<file path="src/rtl/faultIrqPkg.sv">
package faultIrqPkg;
  localparam int GROUP_W = 4;
  localparam int FLAG_W  = 2 * GROUP_W;
  localparam int CMD_W   = 8;

  localparam logic [3:0] OPC_MASK_LO = 4'h2;
  localparam logic [3:0] OPC_MASK_HI = 4'h3;
  localparam logic [3:0] OPC_CLR_LO  = 4'h6;
  localparam logic [3:0] OPC_CLR_HI  = 4'h7;

  typedef struct packed {
    logic               maskLoWr;
    logic               maskHiWr;
    logic               clrLo;
    logic               clrHi;
    logic [GROUP_W-1:0] payload;
    logic               trackRestart;
    logic               trackOn;
  } ctrlStrobes_t;
endpackage

</file>
<file path="src/rtl/faultIrqCtrl.sv">
module faultIrqCtrl
  import faultIrqPkg::*;
(
  input  logic             clk,
  input  logic             rstN,
  input  logic             frameStart,
  input  logic             frameEnd,
  input  logic             frameOk,
  input  logic [CMD_W-1:0] cmdWord,
  output ctrlStrobes_t     strb
);
  logic       inFrame;
  logic       cmdValid;
  logic [3:0] opcode;

  always_ff @(posedge clk or negedge rstN) begin
    if (!rstN)           inFrame <= 1'b0;
    else if (frameStart) inFrame <= 1'b1;
    else if (frameEnd)   inFrame <= 1'b0;
  end

  assign opcode   = cmdWord[CMD_W-1 -: 4];
  assign cmdValid = frameEnd && frameOk;

  always_comb begin
    strb              = '0;
    strb.payload      = cmdWord[GROUP_W-1:0];
    strb.trackRestart = frameStart;
    strb.trackOn      = inFrame;
    if (cmdValid) begin
      unique case (opcode)
        OPC_MASK_LO: strb.maskLoWr = 1'b1;
        OPC_MASK_HI: strb.maskHiWr = 1'b1;
        OPC_CLR_LO:  strb.clrLo    = 1'b1;
        OPC_CLR_HI:  strb.clrHi    = 1'b1;
        default:     ;
      endcase
    end
  end

  // no action strobe without a valid frame end
  assert_valid_frame_R4: assert property (@(posedge clk) disable iff (!rstN)
    (strb.maskLoWr || strb.maskHiWr || strb.clrLo || strb.clrHi) |-> (frameEnd && frameOk));

  assert_single_action_R3: assert property (@(posedge clk) disable iff (!rstN)
    $onehot0({strb.maskLoWr, strb.maskHiWr, strb.clrLo, strb.clrHi}));

  // status reads act on nothing
  assert_null_quiet_R6: assert property (@(posedge clk) disable iff (!rstN)
    (cmdWord[CMD_W-1 -: 3] == 3'b000) |->
      !(strb.maskLoWr || strb.maskHiWr || strb.clrLo || strb.clrHi));
endmodule

</file>
<file path="src/rtl/faultIrqDatapath.sv">
module faultIrqDatapath
  import faultIrqPkg::*;
#(
  parameter int SYNC_STAGES = 2
) (
  input  logic              clk,
  input  logic              rstN,
  input  logic [FLAG_W-1:0] faultIn,
  input  ctrlStrobes_t      strb,
  output logic [FLAG_W-1:0] statusOut,
  output logic              irqOut
);
  localparam int NUM_GROUPS = FLAG_W / GROUP_W;

  logic [FLAG_W-1:0] syncStage [SYNC_STAGES];
  logic [FLAG_W-1:0] syncCur;
  logic [FLAG_W-1:0] syncPrev;
  logic [FLAG_W-1:0] changed;
  logic [FLAG_W-1:0] blocked;
  logic [FLAG_W-1:0] clrReq;
  logic [FLAG_W-1:0] clrEff;
  logic [FLAG_W-1:0] flags;
  logic [FLAG_W-1:0] maskReg;
  logic [NUM_GROUPS-1:0] grpMaskWr;
  logic [NUM_GROUPS-1:0] grpClr;
  logic              clrAny;

  // synchroniser chain
  always_ff @(posedge clk or negedge rstN) begin
    if (!rstN) syncStage[0] <= '0;
    else       syncStage[0] <= faultIn;
  end

  for (genvar s = 1; s < SYNC_STAGES; s++) begin : gSync
    always_ff @(posedge clk or negedge rstN) begin
      if (!rstN) syncStage[s] <= '0;
      else       syncStage[s] <= syncStage[s-1];
    end
  end

  assign syncCur = syncStage[SYNC_STAGES-1];

  // change detector over the frame window
  always_ff @(posedge clk or negedge rstN) begin
    if (!rstN) begin
      syncPrev <= '0;
      changed  <= '0;
    end else begin
      syncPrev <= syncCur;
      if (strb.trackRestart)  changed <= '0;
      else if (strb.trackOn)  changed <= changed | (syncCur ^ syncPrev);
    end
  end

  assign blocked = changed | (strb.trackOn ? (syncCur ^ syncPrev) : '0);

  // per-group strobes
  assign grpMaskWr = {strb.maskHiWr, strb.maskLoWr};
  assign grpClr    = {strb.clrHi, strb.clrLo};

  for (genvar g = 0; g < NUM_GROUPS; g++) begin : gGroup
    assign clrReq[g*GROUP_W +: GROUP_W] = grpClr[g] ? strb.payload : '0;

    always_ff @(posedge clk or negedge rstN) begin
      if (!rstN)             maskReg[g*GROUP_W +: GROUP_W] <= '0;
      else if (grpMaskWr[g]) maskReg[g*GROUP_W +: GROUP_W] <= strb.payload;
    end
  end

  assign clrEff = clrReq & ~blocked;
  assign clrAny = |grpClr;

  // sticky latches: a live fault wins over a clear
  always_ff @(posedge clk or negedge rstN) begin
    if (!rstN) flags <= '0;
    else       flags <= (flags & ~clrEff) | syncCur;
  end

  always_ff @(posedge clk or negedge rstN) begin
    if (!rstN) irqOut <= 1'b0;
    else       irqOut <= |(flags & maskReg);
  end

  assign statusOut = flags;

  // set flags survive any cycle without a clear
  assert_sticky_R1: assert property (@(posedge clk) disable iff (!rstN)
    !clrAny |=> ((flags & $past(flags)) == $past(flags)));

  // interrupt level follows enabled flags by one cycle
  assert_irq_high_R2: assert property (@(posedge clk) disable iff (!rstN)
    (|(flags & maskReg)) |=> irqOut);
  assert_irq_low_R2: assert property (@(posedge clk) disable iff (!rstN)
    !(|(flags & maskReg)) |=> !irqOut);

  // a live fault is always latched next cycle
  assert_live_fault_R5: assert property (@(posedge clk) disable iff (!rstN)
    1'b1 |=> ((flags & $past(syncCur)) == $past(syncCur)));

  // bits that toggled in the frame survive the clear
  assert_change_block_R8: assert property (@(posedge clk) disable iff (!rstN)
    clrAny |=> ((flags & $past(flags & blocked)) == $past(flags & blocked)));

  // mask changes only on a write strobe
  assert_mask_stable_R4: assert property (@(posedge clk) disable iff (!rstN)
    !(|grpMaskWr) |=> $stable(maskReg));
endmodule

</file>
<file path="src/rtl/faultIrqTop.sv">
module faultIrqTop
  import faultIrqPkg::*;
#(
  parameter int SYNC_STAGES = 2
) (
  input  logic              clk,
  input  logic              rstN,
  input  logic [FLAG_W-1:0] faultIn,
  input  logic              frameStart,
  input  logic              frameEnd,
  input  logic              frameOk,
  input  logic [CMD_W-1:0]  cmdWord,
  output logic [FLAG_W-1:0] statusOut,
  output logic              irqOut
);
  ctrlStrobes_t strb;

  faultIrqCtrl ctrl_i (
    .clk        (clk),
    .rstN       (rstN),
    .frameStart (frameStart),
    .frameEnd   (frameEnd),
    .frameOk    (frameOk),
    .cmdWord    (cmdWord),
    .strb       (strb)
  );

  faultIrqDatapath #(.SYNC_STAGES(SYNC_STAGES)) dp_i (
    .clk       (clk),
    .rstN      (rstN),
    .faultIn   (faultIn),
    .strb      (strb),
    .statusOut (statusOut),
    .irqOut    (irqOut)
  );
endmodule

</file>
<file path="config.mk">
export PLATFORM = sky130hd
export DESIGN_NAME = faultIrqTop
export DESIGN_NICKNAME = d
export VERILOG_FILES = /design/src/rtl/faultIrqPkg.sv /design/src/rtl/faultIrqCtrl.sv /design/src/rtl/faultIrqDatapath.sv /design/src/rtl/faultIrqTop.sv
export SDC_FILE = /design/constraint.sdc
export NUM_CORES = 1
export LEC_CHECK = 0
export BUFFER_PORTS_ARGS = -buffer_cell sky130_fd_sc_hd__buf_4
export CORE_MARGIN = 2
export CORE_UTILIZATION = 40
export DETAILED_ROUTE_END_ITERATION = 8
export PLACE_DENSITY = 0.59
export SKIP_CTS_REPAIR_TIMING = 1
export SLEW_MARGIN = 20
export SYNTH_ARGS = -nofsm -noshare
export SYNTH_HDL_FRONTEND = slang
export SYNTH_HIERARCHICAL = 1
export SYNTH_SLANG_ARGS = --single-unit
</file>
<file path="constraint.sdc">
create_clock -name clk -period 2.2 [get_ports clk]
set_input_delay 0.33 -clock clk [delete_from_list [all_inputs] [get_ports clk]]
set_output_delay 0.33 -clock clk [all_outputs]
set_load 0.005 [all_outputs]
</file>
==> results.py, run 1 <==
metrics = {
    "timing": {
        "finalSetupTns_ns": 0,
        "period_share_pct": 57.3,
        "fmaxAchievable_mhz": 794,
        "hold_viol": 0,
        "grt_setup_unrepaired": "no",
        "final_max_slew_viol_count": 0,
        "timing.hold.ws_ns": 0.0454,
        "skew_ns": 0.00632,
        "worstMarginPinSlew_ns": 0.610,
        "setup_viol": 0,
        "layout_min_cycle_time_ns": 1.26,
        "maxSlewHeadroom_pct": 59.3,
    },
    "global_route": {
        "gr-total-overflow": 0,
        "grt_pass1_wl_um": 5840,
        "grt_usage_pct": 14.8,
        "grt_start_max_net_pins": 51,
        "antenna_found_initial": 0,
        "grt_pass1_vias": 1174,
    },
    "floorplanning": {
        "fp.dieW_um": 72.8,
        "core_area_mm2": 0.00463,
        "die_h_um": 72.8,
        "ioPinCount": 30,
        "initial_core_util_pct": 40.9,
        "die_area_mm2": 0.00530,
        "row_count": 25,
    },
    "synth": {
        "synth_nets": 151,
        "syn_area_mm2": 0.00189,
        "synth_edf_count": 0,
        "ys_warn_count": 6,
        "synth_commonest_cells": "50 x dfrtp_1, 9 x inv_1",
        "synth_area_leaders": "dfrtp_1 66%, o22ai_2 5.3%, mux2_2 4.8%",
        "synthCells": 130,
        "avgSynthCellArea_um2": 14.6,
        "ys_seq_elements": 50,
        "synth-async-reset-ratio_pct": 100,
        "synth-main-ff-cell": "dfrtp_1",
        "ys_seq_area_share_pct": 66.1,
        "yosys.area.top_type": "dfrtp_1",
        "post-synth-top-count-cell": "dfrtp_1",
        "yosysUniqueCellTypes": 19,
        "yosysTopAreaCellShare_pct": 66.1,
    },
    "placed_design": {
        "port_buffers": 29,
        "dp.cells": 207,
        "dp_hpwl_um": 2360,
        "placed_area_mm2": 0.00213,
        "gp_congestion": 0.747,
    },
    "worst_setup_path": {
        "path_max_fanout": 4,
        "crit_path_end": "dp_i/statusOut[6]",
        "max_stage_delay_ns": 0.36,
        "worstPathCellList": "buf_4 -> nand4b_1 -> nor2_1 -> nand3b_1 -> a211o_1",
        "rr_startpoint": "ctrl_i/inFrame",
        "startpoint_type": "input port",
        "critPathTopFamily": "simple AND/OR/NAND/NOR gates",
        "rr_worst_depth": 2,
        "critPathLaunch": "cmdWord[7]",
        "crit_required_ns": 2.39,
        "cp_data_arrival_time_ns": 1.45,
        "critPathSlowestCell": "nor2_1",
        "critical_path_class": "input port to register",
        "r2r_slack_ns": 1.07,
        "cp.depth": 5,
        "critPathBufInv": 1,
        "worstSetupEndpointType": "register",
        "r2r_end": "dp_i/statusOut[0]",
    },
    "hold_path": {
        "hp-class": "input port to asynchronous set/reset pin",
    },
    "routing": {
        "drc_errors": 0,
        "drt_first_pass_iters": 4,
        "wire_per_inst_um": 16.0,
        "vias": 1112,
        "drt_wl_total_um": 3450,
        "drtAntennaViolNets": 0,
        "drtIter0Drc": 58,
        "viasPerCell": 5.17,
    },
    "outcome": {
        "status": "finished, final reports clean",
    },
    "final_layout": {
        "postLayoutCellArea_mm2": 0.00222,
        "drive_gt1_share_pct": 34.2,
        "nets": 181,
        "area_delta_synth_final_pct": 17.1,
        "finalNonFillerCells": 215,
        "diodes": 0,
    },
    "power_and_ir_drop": {
        "cellPowerDensity_mw_per_mm2": 790,
        "p_leak_uw": 0.000964,
        "peakVddDrop_mv": 0.330,
        "power_uw": 1750,
    },
    "clocking": {
        "cts_buffer_depth": 2,
        "clkSinkCount": 50,
        "clk_pin_slew_worst_paths_ns": 0.08,
        "cts_tree": "yes",
        "clock_latency_ns": 0.30,
        "htreeDepth": 2,
        "clock-root-buffer": "clkbuf_8",
        "numCtsBuffers": 5,
    },
    "run": {
        "max-cap-violations": 0,
    },
}
==> worst min-delay path by stage <==
stage	start	end	slack [ns]	cells past startpoint
floorplan	rstN	ctrl_i/inFrame	0.03	0
global placement	dp_i/syncStage[9]	dp_i/syncCur[1]	0.33	0
detailed placement	dp_i/syncStage[13]	dp_i/syncCur[5]	0.33	0
CTS	rstN	dp_i/statusOut[6]	0.06	1
global route	rstN	dp_i/syncStage[15]	0.08	1
finish	rstN	dp_i/syncStage[15]	0.05	1
==> metal layers <==
| layer | vias up | GRT usage [%] | share of wire (%) |
|---|---|---|---|
| met1 | 560 | 18.5 | 45 |
| met4 | 0 | 6.17 | 2.1 |
| met3 | 7 | 4.70 | 5.3 |
| li1 | 513 | - | - |
| met2 | 32 | 23.7 | 48 |
| met5 | - | 0 | 0 |
==> sequential cells by signal (all words and copies together) (netlist names) <==
register and cells:
dp_i/changed 8, dp_i/maskReg 8, dp_i/statusOut 8, dp_i/syncCur 8, dp_i/syncPrev 8, dp_i/syncStage 8
ctrl_i/inFrame 1, dp_i/irqOut 1
==> power breakdown <==
part | total [µW] | switching [µW] | internal, µW
clock | 538 | 284 | 254
combinational | 181 | 78.8 | 102
sequential | 1030 | 41.7 | 991
==> layout make-up <==
| type | count | area [µm²] |
|---|---|---|
| timing repair buffer | 31 | 233 |
| inverter | 9 | 33.8 |
| fill | 417 | 2410 |
| tap | 54 | 67.6 |
| clock inverter | 1 | 5.00 |
| sequential | 50 | 1250 |
| multi-input combinational | 63 | 541 |
| clock buffer | 7 | 86.3 |
==> logic make-up after synthesis <==
logic type             after synthesis  share of synthesized area, %
flip-flops                          50                          66.1
AND/OR/NAND/NOR                     26                          9.12
AO/OA/AOI/OAI                       21                          11.0
buffers and inverters               17                          5.35
XOR/XNOR                             8                          3.70
multiplexers                         8                          4.76
==> worst register-to-register path, cell delays in order (launching register included) <==
cell and delay (ns):
dfrtp_1 0.54, and3_1 0.22, a211o_1 0.26
==> cells in the final DEF (no fill, tap or decap), drive strengths merged <==
| cell type | count |
|---|---|
| a21o | 1 |
| buf | 31 |
| nand4b | 1 |
| nor2 | 2 |
| nand2 | 2 |
| clkinv | 1 |
| xnor2 | 8 |
| nand4 | 1 |
| nor4 | 2 |
| mux2 | 8 |
| a211o | 8 |
| nand3b | 8 |
| dfrtp | 50 |
| inv | 9 |
| o22ai | 8 |
| and3 | 8 |
| nand2b | 2 |
| a22oi | 4 |
| clkbuf | 7 |
==> stage by stage <==
stage                     setup WS, ns  utilization [%]
after floorplan                  0.766                -
after global placement           0.668             45.9
after detailed placement         0.637             45.9
after CTS                        0.958             47.9
after global routing             0.855             47.9
final                            0.940             47.9
(Power assumes the default switching activity.)
==> run 2, diff against run 1 <==
ABC_AREA = 1   (was not set)
PLACE_DENSITY = 0.61   (was 0.59)
clock period = 1.1 ns   (was 2.2 ns; I/O delays follow)
==> results.py, run 2 <==
metrics = {
    "outcome": {
        "status": "finished, final reports clean",
    },
    "worst_setup_path": {
        "worstPathCellList": "buf_4",
        "critPathTopFamily": "flip-flops",
        "max_stage_delay_ns": 0.42,
        "startpoint_type": "register",
        "path_max_fanout": 3,
        "critical_path_class": "register to output pin",
        "critPathBufInv": 1,
        "cp_data_arrival_time_ns": 0.86,
        "crit_required_ns": 0.94,
        "worstSetupEndpointType": "output pin",
        "critPathSlowestCell": "dfrtp_1",
    },
    "final_layout": {
        "multiInputGateArea_um2": 460,
        "regArea_mm2": 0.00125,
        "layout_common_cells": "53 x nand2_1, 50 x dfrtp_1, 36 x inv_1",
        "postLayoutCellArea_mm2": 0.00238,
        "area_delta_synth_final_pct": 25.0,
        "diodes": 0,
        "drive_gt1_share_pct": 21.9,
        "finalCoreUtilization_pct": 51.1,
        "mostFrequentLayoutCell": "nand2_1",
        "n_fill_cell": 448,
        "nets": 253,
    },
    "global_route": {
        "antenna_found_initial": 0,
        "grt_start_max_net_pins": 51,
        "grt_pass1_wl_um": 5330,
        "grt_usage_pct": 13.5,
        "gr-total-overflow": 0,
        "grt_pass1_vias": 1160,
    },
    "power_and_ir_drop": {
        "power_uw": 3470,
        "peakVddDrop_mv": 0.623,
        "p_leak_uw": 0.00127,
        "cellPowerDensity_mw_per_mm2": 1460,
    },
    "routing": {
        "wl_met3_um": 155,
        "drtIter0Drc": 40,
        "top_layer_used": "met4",
        "drc_errors": 0,
        "met1_length_um": 1500,
        "drt_first_pass_iters": 4,
        "drt_wl_total_um": 3250,
        "wl_met2_um": 1560,
        "viasPerCell": 4.49,
        "drtAntennaViolNets": 0,
        "wire_per_inst_um": 11.3,
        "vias": 1290,
    },
    "synth": {
        "syn_area_mm2": 0.00191,
        "synth_nets": 210,
        "synth_area_leaders": "dfrtp_1 66%, nand2_1 10%, inv_1 7.1%",
        "synth-main-ff-cell": "dfrtp_1",
        "yosysTopAreaCellShare_pct": 65.6,
        "synth_edf_count": 0,
        "ys_seq_area_share_pct": 65.6,
        "ys_warn_count": 6,
        "post-synth-top-count-cell": "nand2_1",
        "synth_commonest_cells": "53 x nand2_1, 50 x dfrtp_1, 36 x inv_1",
        "synthCells": 189,
        "synth-async-reset-ratio_pct": 100,
        "ys_seq_elements": 50,
        "yosys.area.top_type": "dfrtp_1",
        "yosysUniqueCellTypes": 14,
        "avgSynthCellArea_um2": 10.1,
    },
    "timing": {
        "grt_setup_unrepaired": "no",
        "skew_ns": 0.00659,
        "maxSlewHeadroom_pct": 82.4,
        "setup_viol": 0,
        "worstMarginPinSlew_ns": 0.265,
        "final_max_slew_viol_count": 0,
        "hold_viol": 0,
        "period_share_pct": 93.5,
        "layout_min_cycle_time_ns": 1.03,
        "fmaxAchievable_mhz": 972,
    },
    "floorplanning": {
        "die_area_mm2": 0.00534,
        "fp.dieW_um": 73.0,
        "row_count": 25,
        "ioPinCount": 30,
        "core_area_mm2": 0.00466,
        "die_h_um": 73.0,
        "initial_core_util_pct": 40.9,
    },
    "hold_path": {
        "hp-class": "input port to register",
    },
    "clocking": {
        "clock-root-buffer": "clkbuf_8",
        "clk_pin_slew_worst_paths_ns": 0.08,
        "htreeDepth": 2,
        "cts_tree": "yes",
        "numCtsBuffers": 5,
        "cts_buffer_depth": 2,
        "clock_latency_ns": 0.30,
        "clkSinkCount": 50,
    },
    "placed_design": {
        "placed_area_mm2": 0.00220,
        "dp_hpwl_um": 2190,
        "port_buffers": 29,
        "gp_congestion": 0.759,
    },
    "run": {
        "max-cap-violations": 0,
    },
}
## run 2: cell count changes in the layout (fill, tap and decap cells not counted), moves of 4 or more
cell / previous run / this run
nand3_1: 0 / 16
xnor2_1: 8 / 0
o22ai_2: 8 / 0
and3_1: 8 / 0
nand2_1: 2 / 53
a211o_1: 8 / 0
inv_1: 9 / 36
dlygate4sd3_1: 0 / 9
nand3b_1: 8 / 0
a22oi_1: 4 / 0
a21oi_1: 0 / 8
## run 2: metrics by stage
step	instances	setup TNS [ns]	worst slack [ns]	hold slack, ns
floorplan	189	0	0.0998	-0.131
global placement	270	-0.178	-0.0256	0.158
detailed placement	270	-0.223	-0.0373	0.160
CTS	278	0	0.0486	-0.174
global route	287	0	0.0246	0.0335
finish	287	0	0.0716	0.0435
## run 2: area by class of cell
cell class                 count  area share (%)
sequential                    50            52.5
multi-input combinational     95            19.3
clock buffer                   7            3.62
tap                           54            2.83
timing repair buffer          44            15.9
clock inverter                 1           0.210
inverter                      36            5.67
## run 2: cells by family (layout without fill, tap and decap cells)
family / after synthesis / in the layout / share of synthesized area [%]
AND/OR/NAND/NOR: 78 / 78 / 16.9
flip-flops: 50 / 50 / 65.6
buffers and inverters: 44 / 88 / 10.2
AO/OA/AOI/OAI: 9 / 9 / 2.49
multiplexers: 8 / 8 / 4.72
## run 2: report_power, final
group	total [µW]	switching (µW)	internal, µW
sequential	2040	61.6	1970
combinational	369	173	196
clock	1070	560	508
## run 2: worst paths after layout
kind,from,to,slack (ns),depth (start not counted)
setup / recovery,dp_i/statusOut[4],statusOut[4],0.07,1
hold / removal,frameEnd,ctrl_i/inFrame,0.04,2
setup reg to reg,ctrl_i/inFrame,dp_i/statusOut[1],0.15,5
hold reg to reg,dp_i/syncStage[15],dp_i/syncCur[7],0.35,0
max in group asynchronous,rstN,dp_i/statusOut[7],0.51,3
min in group asynchronous,rstN,dp_i/statusOut[3],0.36,3
## run 2: layer usage
layer	vias to the layer above	track usage, %
met5	-	0
met4	0	4.94
met3	4	4.42
met2	30	21.0
met1	609	17.7
li1	647	-
==> run 3, diff against run 2 <==
PLACE_DENSITY = 0.67   (was 0.61)
==> results.py, run 3 (synthesis results as in run 2) <==
metrics = {
    "timing": {
        "layout_min_cycle_time_ns": 1.03,
        "timing.hold.ws_ns": 0.0419,
        "final_max_slew_viol_count": 0,
        "grt_setup_unrepaired": "no",
        "hold_viol": 0,
        "maxSlewHeadroom_pct": 82.3,
        "period_share_pct": 94.1,
        "setup_viol": 0,
        "worstMarginPinSlew_ns": 0.265,
        "fmaxAchievable_mhz": 966,
        "skew_ns": 0.00799,
    },
    "worst_setup_path": {
        "worstSetupEndpointType": "output pin",
        "r2r_end": "dp_i/statusOut[3]",
        "critPathLaunch": "dp_i/statusOut[4]",
        "critPathTopFamily": "flip-flops",
        "rr_worst_depth": 4,
        "crit_path_end": "statusOut[4]",
        "cp.depth": 1,
        "rr_startpoint": "ctrl_i/inFrame",
        "startpoint_type": "register",
        "worstPathCellList": "buf_4",
        "crit_required_ns": 0.94,
        "critPathBufInv": 1,
        "path_max_fanout": 3,
        "critPathSlowestCell": "dfrtp_1",
        "critical_path_class": "register to output pin",
        "cp_data_arrival_time_ns": 0.87,
        "r2r_slack_ns": 0.15,
        "max_stage_delay_ns": 0.42,
    },
    "routing": {
        "wire_per_inst_um": 11.4,
        "drtAntennaViolNets": 0,
        "drc_errors": 0,
        "drt_first_pass_iters": 4,
        "drtIter0Drc": 82,
        "vias": 1258,
        "drt_wl_total_um": 3250,
        "viasPerCell": 4.41,
    },
    "placed_design": {
        "placed_area_mm2": 0.00218,
        "port_buffers": 29,
        "dp_hpwl_um": 2180,
        "gp_congestion": 0.797,
        "dp.cells": 269,
    },
    "floorplanning": {
        "fp.dieW_um": 73.0,
        "initial_core_util_pct": 40.9,
        "die_h_um": 73.0,
        "ioPinCount": 30,
        "row_count": 25,
        "core_area_mm2": 0.00466,
        "die_area_mm2": 0.00534,
    },
    "global_route": {
        "grt_start_max_net_pins": 51,
        "grt_pass1_wl_um": 5000,
        "grt_pass1_vias": 1103,
        "grt_usage_pct": 13.0,
        "gr-total-overflow": 0,
        "antenna_found_initial": 0,
    },
    "final_layout": {
        "diodes": 0,
        "mostFrequentLayoutCell": "nand2_1",
        "finalNonFillerCells": 285,
        "area_delta_synth_final_pct": 25.1,
        "nets": 252,
        "n_fill_cell": 424,
        "layout_common_cells": "53 x nand2_1, 49 x dfrtp_1, 36 x inv_1",
        "postLayoutCellArea_mm2": 0.00239,
        "drive_gt1_share_pct": 22.1,
    },
    "hold_path": {
        "hp-class": "input port to register",
    },
    "power_and_ir_drop": {
        "cellPowerDensity_mw_per_mm2": 1550,
        "peakVddDrop_mv": 0.680,
        "p_leak_uw": 0.00127,
    },
    "clocking": {
        "cts_buffer_depth": 2,
        "clk_pin_slew_worst_paths_ns": 0.08,
        "clock_latency_ns": 0.30,
        "cts_tree": "yes",
        "numCtsBuffers": 5,
        "clkSinkCount": 50,
        "htreeDepth": 2,
        "clock-root-buffer": "clkbuf_8",
    },
    "outcome": {
        "status": "finished, final reports clean",
    },
    "run": {
        "max-cap-violations": 0,
    },
}
run 3: cell types whose count changed in the layout (fill, tap and decap cells not counted), sizes merged:
cell | before | now
buf | 35 | 34
bufinv | 0 | 1
clkbuf | 7 | 6
clkinv | 1 | 0
run 3: cell type report:
class / instances / area, µm² / area share (%)
Sequential cell: 50 / 1250 / 52.5
Tap cell: 54 / 67.6 / 2.83
Timing Repair Buffer: 43 / 358 / 15.0
Inverter: 36 / 135 / 5.66
Clock buffer: 6 / 82.6 / 3.46
Multi-Input combinational cell: 95 / 460 / 19.3
Clock inverter: 1 / 30.0 / 1.26
run 3: layer usage:
layer / vias up / share of wire [%] / global-route usage (%)
met1: 577 / 48 / 16.7
met3: 6 / 4.9 / 4.97
met4: 0 / 2.0 / 6.17
met5: - / 0 / 0
met2: 27 / 45 / 19.2
li1: 648 / - / -
run 3: stage by stage:
stage               utilization, %  setup slack, ns  setup TNS (ns)  power [µW]
floorplan                        -           0.0998               0        2260
global placement              46.8          -0.0274          -0.186        2400
detailed placement            46.8          -0.0429          -0.282        2410
CTS                           49.2           0.0388               0        3710
global route                  51.2           0.0214               0        3850
finish                        51.2           0.0651               0        3690
run 3: power by group:
part	leakage, µW	total, µW	internal [µW]	switching (µW)
combinational	0.000636	350	187	164
sequential	0.000574	2040	1970	70.1
clock	0.0000573	1300	727	570
total	0.00127	3690	2890	804
run 3: worst min-delay path by stage:
| stage | from | cells past startpoint | end |
|---|---|---|---|
| global placement | rstN | 2 | dp_i/syncStage[15] |
| global route | frameEnd | 2 | ctrl_i/inFrame |
| detailed placement | rstN | 2 | dp_i/syncStage[15] |
| floorplan | rstN | 0 | ctrl_i/inFrame |
| CTS | rstN | 2 | dp_i/syncStage[15] |
| finish | frameEnd | 2 | ctrl_i/inFrame |
